$ cat src/rtl/auxdac_pkg.sv
package auxdac_pkg;
  // Strobes for the control-register writes.
  typedef struct packed {
    logic upd;
    logic mode;
    logic inv;
    logic pd;
  } ctl_we_t;
endpackage

$ cat src/rtl/auxdac_decode.sv
module auxdac_decode
  import auxdac_pkg::*;
#(
  parameter int NUM_CH = 3,
  parameter int ADDR_W = 3
) (
  input  logic              wr_en,
  input  logic [ADDR_W-1:0] wr_addr,
  output logic [NUM_CH-1:0] code_we,
  output ctl_we_t           ctl_we
);
  localparam logic [ADDR_W-1:0] A_UPD  = ADDR_W'(NUM_CH);
  localparam logic [ADDR_W-1:0] A_MODE = ADDR_W'(NUM_CH + 1);
  localparam logic [ADDR_W-1:0] A_INV  = ADDR_W'(NUM_CH + 2);
  localparam logic [ADDR_W-1:0] A_PD   = ADDR_W'(NUM_CH + 3);

  for (genvar i = 0; i < NUM_CH; i++) begin : g_code
    assign code_we[i] = wr_en && (wr_addr == ADDR_W'(i));
  end

  always_comb begin
    ctl_we.upd  = wr_en && (wr_addr == A_UPD);
    ctl_we.mode = wr_en && (wr_addr == A_MODE);
    ctl_we.inv  = wr_en && (wr_addr == A_INV);
    ctl_we.pd   = wr_en && (wr_addr == A_PD);
  end
endmodule

$ cat src/rtl/auxdac_ctrl.sv
module auxdac_ctrl
  import auxdac_pkg::*;
#(
  parameter int NUM_CH = 3
) (
  input  logic              clk,
  input  logic              rst_n,
  input  ctl_we_t           ctl_we,
  input  logic [NUM_CH-1:0] flags,
  output logic              slave_q,
  output logic [NUM_CH-1:0] inv_q,
  output logic [NUM_CH-1:0] pd_q
);
  always_ff @(posedge clk or negedge rst_n) begin
    if (!rst_n) begin
      slave_q <= 1'b0;
      inv_q   <= '0;
      pd_q    <= '0;
    end else begin
      if (ctl_we.mode) slave_q <= flags[0];
      if (ctl_we.inv)  inv_q   <= flags;
      if (ctl_we.pd)   pd_q    <= flags;
    end
  end
endmodule

$ cat src/rtl/auxdac_channel.sv
module auxdac_channel #(
  parameter int CODE_W = 8
) (
  input  logic              clk,
  input  logic              rst_n,
  input  logic              code_we,
  input  logic              commit,
  input  logic              slave,
  input  logic              inv,
  input  logic              pd,
  input  logic [CODE_W-1:0] wr_data,
  output logic [CODE_W-1:0] code_o,
  output logic              pd_o
);
  logic [CODE_W-1:0] stage_q;
  logic [CODE_W-1:0] active_q;

  always_ff @(posedge clk or negedge rst_n) begin
    if (!rst_n) begin
      stage_q  <= '0;
      active_q <= '0;
    end else begin
      if (code_we) stage_q <= wr_data;
      if (code_we && !slave) active_q <= wr_data;
      else if (commit)       active_q <= stage_q;
    end
  end

  always_comb begin
    if (pd)       code_o = '0;
    else if (inv) code_o = ~active_q;
    else          code_o = active_q;
    pd_o = pd;
  end
endmodule

$ cat src/rtl/auxdac_bank.sv
module auxdac_bank
  import auxdac_pkg::*;
#(
  parameter int NUM_CH = 3,
  parameter int CODE_W = 8,
  parameter int ADDR_W = 3
) (
  input  logic                     clk,
  input  logic                     rst_n,
  input  logic                     wr_en,
  input  logic [ADDR_W-1:0]        wr_addr,
  input  logic [CODE_W-1:0]        wr_data,
  output logic [NUM_CH*CODE_W-1:0] dac_code_o,
  output logic [NUM_CH-1:0]        dac_pd_o
);
  logic [NUM_CH-1:0] code_we;
  ctl_we_t           ctl_we;
  logic              slave_q;
  logic [NUM_CH-1:0] inv_q;
  logic [NUM_CH-1:0] pd_q;

  auxdac_decode #(.NUM_CH(NUM_CH), .ADDR_W(ADDR_W)) u_dec (
    .wr_en   (wr_en),
    .wr_addr (wr_addr),
    .code_we (code_we),
    .ctl_we  (ctl_we)
  );

  auxdac_ctrl #(.NUM_CH(NUM_CH)) u_ctrl (
    .clk     (clk),
    .rst_n   (rst_n),
    .ctl_we  (ctl_we),
    .flags   (wr_data[NUM_CH-1:0]),
    .slave_q (slave_q),
    .inv_q   (inv_q),
    .pd_q    (pd_q)
  );

  for (genvar i = 0; i < NUM_CH; i++) begin : g_ch
    auxdac_channel #(.CODE_W(CODE_W)) u_ch (
      .clk     (clk),
      .rst_n   (rst_n),
      .code_we (code_we[i]),
      .commit  (ctl_we.upd && wr_data[i]),
      .slave   (slave_q),
      .inv     (inv_q[i]),
      .pd      (pd_q[i]),
      .wr_data (wr_data),
      .code_o  (dac_code_o[i*CODE_W +: CODE_W]),
      .pd_o    (dac_pd_o[i])
    );
  end
endmodule

$ cat config.mk
export PLATFORM = sky130hd
export DESIGN_NAME = auxdac_bank
export DESIGN_NICKNAME = d
export VERILOG_FILES = /design/src/rtl/auxdac_pkg.sv /design/src/rtl/auxdac_decode.sv /design/src/rtl/auxdac_ctrl.sv /design/src/rtl/auxdac_channel.sv /design/src/rtl/auxdac_bank.sv
export SDC_FILE = /design/constraint.sdc
export NUM_CORES = 1
export LEC_CHECK = 0
export ABC_AREA = 1
export BUFFER_PORTS_ARGS = -buffer_cell sky130_fd_sc_hd__buf_2
export CORE_MARGIN = 2
export CORE_UTILIZATION = 24
export DETAILED_ROUTE_END_ITERATION = 6
export GPL_TIMING_DRIVEN = 1
export PLACE_DENSITY = 0.46
export SYNTH_ARGS = -nofsm -noshare
export SYNTH_HDL_FRONTEND = slang
export SYNTH_SLANG_ARGS = --single-unit
$ cat constraint.sdc
create_clock -name clk -period 3.93 [get_ports clk]
set_clock_uncertainty 0.05 [all_clocks]
set_input_delay 0.786 -clock clk [delete_from_list [all_inputs] [get_ports clk]]
set_output_delay 0.786 -clock clk [all_outputs]
set_load 0.01 [all_outputs]
==> impl_metrics.tcl, run 1 <==
set metrics [dict create \
    power.share.combinational 0.273 \
    critical_path_depth 3 \
    layout.nets 382 \
    p_int_mw 1.15 \
    drc 0 \
    clock_path_buffers 2 \
    gr-total-overflow 0 \
    finalHoldViolCount 0 \
    io_pins 41 \
    detail-route-antenna-nets 0 \
    avgSynthCellArea_sq_um 8.55 \
    relSlewSlack 0.360 \
    cts_made_buffers 5 \
    worst_ir_drop_vdd_mv 0.181 \
    grt_usage 0.115 \
    grt_pass1_vias 2135 \
    antenna_found_initial 0 \
    drv_cap 0 \
    crit_chain "xnor2_1 > nor2_1 > buf_2" \
    root_buffer "clkbuf_16" \
    fin_area_sq_um 3310 \
    tns_ns 0 \
    p_sw_uw 581 \
    port_buffers 40 \
    die_h_um 113 \
    grt_pass1_wl_um 11500 \
    ctsResizeCount 0 \
    cts_tree "yes" \
    ys_ff_latch 55 \
    fmax_mhz 466 \
    start_util 0.247 \
    h-tree-depth 2 \
    cp_data_arrival_time_ns 1.31 \
    drv_slew 0 \
    setup_viol 0 \
    placed_cells 504 \
    die_x_um 113 \
    yosysUniqueCellTypes 25 \
    fillers 1218 \
    clk_latency_ns 0.30 \
    dpl_cell_area_sq_um 3150 \
    critical-path-top-delay-family "flip-flops" \
    hpwl_um 5170 \
    ys_warn_count 0 \
    instances_no_fill 512 \
    powerDensity_nw_per_um2 523 \
    endpoint_kind "output pin" \
    cp_max_fo 9 \
    cts_setup_buffers 0 \
    core_sq_um 11500 \
    syn_to_final_growth_pct 16.5 \
    status "finished clean" \
    crit_path_start_kind "flop" \
    crit_required_ns 3.09 \
    period_minus_slack_ns 2.15 \
    postLayoutCoreUtil 0.288 \
    cts.sinks 55 \
    gp_congestion 0.758 \
    worst_slew_pin_slew_ns 0.959 \
    sw_frac_of_total 0.336 \
    cts_hold_buffers 0 \
    vias_per_cell 4.30 \
    min_path_cells 2 \
    rsz0062_at_grt "no" \
    seq_power_share 0.458 \
    initialDrtViolationCount 78 \
    drive_above_1_share 0.220 \
    rows 39 \
    min_path_type "flop to flop" \
    max_stage_delay_ns 0.62 \
    wl_um 7050 \
    slowest_stage "dfrtp_1" \
    yosysSeqAreaShare 0.485 \
    drt_first_pass_iters 4 \
    antenna-diode-count 0 \
    critPathBufInv 1 \
    path_clk_slew_ns 0.07 \
    total_power_mw 1.73 \
    ff2ff_path_depth 5 \
    pwr-share-clk 0.270 \
    vias 2203 \
    synthesis.area_sq_um 2840 \
    dieArea_sq_um 12700 \
    worstSetupPathType "flop to output pin" \
    p_leak_nw 1.62 \
    netlist_instances 332 \
    grt_max_degree 41 \
    wl_per_cell_um 13.8 \
    synthesis.nets 346 \
    timing.final.crit_share 0.546 \
]
-- final timing paths --
kind,startpoint,slack (ns),end
max,u_ctrl.inv_q[2],1.78,dac_code_o[17]
min,g_ch[2].u_ch.stage_q[1],0.44,g_ch[2].u_ch.stage_q[1]
max reg2reg,u_ctrl.slave_q,2.51,g_ch[0].u_ch.active_q[5]
min reg2reg,g_ch[2].u_ch.stage_q[1],0.44,g_ch[2].u_ch.stage_q[1]
max in group asynchronous,rst_n,2.47,g_ch[2].u_ch.stage_q[4]
min in group asynchronous,rst_n,0.58,g_ch[0].u_ch.active_q[5]
-- cell usage in the layout, fill, tap and decap left out, drive strengths merged --
cell / instances
clkinvlp: 1
a21oi: 1
a31oi: 1
buf: 41
clkbuf: 5
o21ai: 33
nand2: 98
nor2: 37
clkinv: 4
dfrtp: 55
nand3b: 1
xnor2: 24
nand3: 44
inv: 24
-- registers in the layout, summed over array words and instances, names as in the netlist --
| register | flops |
|---|---|
| u_ctrl.slave_q | 1 |
| u_ctrl.inv_q | 3 |
| g_ch.u_ch.active_q | 24 |
| g_ch.u_ch.stage_q | 24 |
| u_ctrl.pd_q | 3 |
-- cells in the mapped netlist, drive strengths merged --
master  instances  area (sq um)
o21ai          33           195
xnor2          24           210
buf            12          70.1
nand3          44           258
inv            23          86.3
a21oi           1          5.00
nand3b          1          7.51
a31oi           1          6.26
dfrtp          55          1380
clkinv          3          16.3
nor2           37           189
nand2          98           418
-- worst min-delay path, cell delays in order, from the launching register on --
cell and delay [ns]:
dfrtp_1 0.35, nand2_1 0.06, o21ai_2 0.05
-- kinds of logic (layout without fill, tap and decap cells) --
group | count (synthesis) | in the layout | synth area share
AO/OA/AOI/OAI | 35 | 35 | 0.0728
XOR/XNOR | 24 | 24 | 0.0741
buffers and inverters | 38 | 75 | 0.0608
flip-flops | 55 | 55 | 0.485
AND/OR/NAND/NOR | 180 | 180 | 0.307
-- power by group through the flow --
stage	registers, mW	clock network, mW	logic (mW)
finish	0.792	0.466	0.472
floorplan	0.749	0	0.369
global route	0.815	0.506	0.539
CTS	0.795	0.481	0.484
global placement	0.804	0	0.477
detailed placement	0.807	0	0.483
-- layer usage --
layer	wire length (um)	global-route usage
met4	51	0.0268
met5	0	0
met3	219	0.0220
met2	3310	0.184
met1	3470	0.163
-- per-stage QoR --
stage / worst slack, ns / hold slack (ns)
after floorplan: 2.27 / 0.400
after global placement: 2.07 / 0.414
after detailed placement: 2.06 / 0.424
after CTS: 1.73 / 0.442
after global routing: 1.67 / 0.455
final: 1.78 / 0.440
-- layout make-up --
type,count,area [sq um],area share
clock buffer,5,125,0.0378
multi-input combinational,239,1290,0.390
timing repair buffer,41,208,0.0628
clock inverter,3,27.5,0.00832
tap,143,179,0.0541
inverter,26,103,0.0310
sequential,55,1380,0.416
(Power assumes the default switching activity.)
==> run 2, diff against run 1 <==
- ABC_AREA: 1 -> 0
- PLACE_DENSITY: 0.46 -> 0.48
- clock period: 3.93 -> 1.9 ns (I/O delays scaled with it)
==> run 2 against run 1 <==
  * Worst setup slack got worse by 1.6 ns
  * Critical path depth unchanged
  * Combinational power increased by 120%
  * Core utilization about the same
  * Sequential power increased by 110%
  * Cell count is 19% lower
  * Sequential share of layout area increased by 0.49 points
  * Synthesized cell count shrank 29%
  * Critical path type unchanged
==> impl_metrics.tcl, run 2 <==
set metrics [dict create \
    total_power_mw 3.76 \
    cts_hold_buffers 0 \
    clock_path_buffers 2 \
    largestRegisters "g_ch.u_ch.active_q (24), g_ch.u_ch.stage_q (24)" \
    rsz0062_at_grt "no" \
    cts.sinks 55 \
    synth_edf_count 0 \
    drv_cap 0 \
    antenna-diode-count 0 \
    synthArstFlopShare 1.00 \
    netlist_instances 236 \
    vias 1979 \
    drc 0 \
    initialDrtViolationCount 88 \
    path_clk_slew_ns 0.07 \
    rows 39 \
    synthesis.nets 250 \
    worst_slew_pin_slew_ns 0.512 \
    synthesis.area_sq_um 2770 \
    cts_setup_buffers 0 \
    layout_common_cells "dfrtp_1, buf_2, mux2_2" \
    ff2ff_path_depth 3 \
    yosysUniqueCellTypes 38 \
    cts_made_buffers 5 \
    die_x_um 111 \
    layout_commonest_cell "dfrtp_1" \
    timing.final.crit_share 0.917 \
    start_util 0.245 \
    synth_top_area_frac 0.497 \
    finalHoldViolCount 0 \
    grt_max_degree 56 \
    grt_pass1_vias 2048 \
    setup_viol 0 \
    h-tree-depth 2 \
    multiInputGateArea_sq_um 1270 \
    gp_congestion 0.837 \
    yosysSeqAreaShare 0.497 \
    max_stage_delay_ns 0.61 \
    synth_common_cells "dfrtp_1, mux2_2, nor2_1, xnor2_1, a221o_1" \
    crit_required_ns 1.47 \
    core_sq_um 11300 \
    yosys.area.top_type "dfrtp_1" \
    dieArea_sq_um 12400 \
    cts_tree "yes" \
    port_buffers 40 \
    relSlewSlack 0.659 \
    fillers 1201 \
    layout.nets 285 \
    netlist_top_cells_area "dfrtp_1, mux2_2, xnor2_1" \
    clk_latency_ns 0.29 \
    wl_per_cell_um 16.1 \
    powerDensity_nw_per_um2 1150 \
    crit_chain "xnor2_1 > nor2_1 > buf_2" \
    tns_ns 0 \
    gr-total-overflow 0 \
    grt_pass1_wl_um 11100 \
    drv_slew 0 \
    die_h_um 111 \
    avgSynthCellArea_sq_um 11.7 \
    grt_usage 0.111 \
    root_buffer "clkbuf_16" \
    area.sequential_sq_um 1380 \
    antenna_found_initial 0 \
    worst_ir_drop_vdd_mv 0.411 \
    ys_ff_latch 55 \
    min_path_type "primary input to asynchronous set/reset pin" \
    status "finished clean" \
    ys.flop_type "dfrtp_1" \
    yosysMostFrequentCell "dfrtp_1" \
    ys_warn_count 0 \
    cp_max_fo 9 \
    crit_path_start_kind "flop" \
    vias_per_cell 4.77 \
    endpoint_kind "output pin" \
    syn_to_final_growth_pct 18.0 \
    io_pins 41 \
    ctsResizeCount 0 \
    slowest_stage "dfrtp_1" \
    detail-route-antenna-nets 0 \
    fmax_mhz 574 \
    period_minus_slack_ns 1.74 \
    worstSetupPathType "flop to output pin" \
    drive_above_1_share 0.364 \
    drt_first_pass_iters 4 \
    wl_um 6680 \
    p_leak_nw 1.44 \
    cp_data_arrival_time_ns 1.31 \
    hpwl_um 4790 \
]
[run 2: critical path, delay by kind of cell (launching register included)]
kind / cells / cell delay, ns
flops: 1 / 0.61
buf+inv: 1 / 0.15
xor+xnor: 1 / 0.13
simple gates: 1 / 0.12
[run 2: logic make-up (layout without fill, tap and decap cells)]
| kind of cell | count (synthesis) | after routing | share of synthesized area |
|---|---|---|---|
| AOI/OAI and AO/OA | 33 | 33 | 0.107 |
| xor gates and xnor gates | 24 | 24 | 0.0759 |
| buffers and inverters | 22 | 58 | 0.0443 |
| DFF | 55 | 55 | 0.497 |
| muxes | 31 | 31 | 0.126 |
| and+or+nand+nor | 71 | 71 | 0.150 |
[run 2: final cells by class]
class                           count  area share
Clock buffer                        5      0.0383
Multi-Input combinational cell    159       0.389
Tap cell                          143      0.0547
Sequential cell                    55       0.421
Timing Repair Buffer               46      0.0789
Inverter                            4     0.00459
Clock inverter                      3      0.0134
[run 2: worst paths after layout]
path                                          from  slack [ns]                       end
max                                u_ctrl.inv_q[2]        0.16            dac_code_o[21]
min                                          rst_n        0.03  g_ch[1].u_ch.active_q[7]
max reg2reg                         u_ctrl.slave_q        0.35  g_ch[2].u_ch.active_q[4]
min reg2reg                g_ch[2].u_ch.stage_q[2]        0.45   g_ch[2].u_ch.stage_q[2]
max in group asynchronous                    rst_n        1.53           u_ctrl.inv_q[0]
min in group clk                        wr_data[5]        0.40  g_ch[0].u_ch.active_q[5]
[run 2: routing by layer]
layer  up-vias  global-route usage  share of wire  wire length [um]
met2        37               0.183           0.47              3110
met4         0              0.0313          0.014                96
li1        926                   -              -                 -
met5         -                   0              0                 0
met3         8              0.0261          0.037               245
met1      1008               0.148           0.48              3230
[run 2: stage by stage]
step,utilization,hold slack [ns],cells,area [sq um],worst slack [ns]
6_report,0.289,0.0258,415,3270,0.157
2_1_floorplan,-,0.0344,236,2770,0.327
5_1_grt,0.289,0.0470,415,3270,0.0676
3_5_place_dp,0.274,0.361,407,3100,0.146
3_3_place_gp,0.274,0.366,407,3100,0.139
4_1_cts,0.289,0.0434,415,3270,0.138
[run 2: report_power, final]
| part | total (mW) | internal (mW) | switching (mW) | leakage, nW |
|---|---|---|---|---|
| Clock | 1.05 | 0.622 | 0.427 | 0.0838 |
| Combinational | 1.02 | 0.558 | 0.463 | 0.693 |
| Sequential | 1.69 | 1.44 | 0.249 | 0.668 |
| Total | 3.76 | 2.62 | 1.14 | 1.44 |
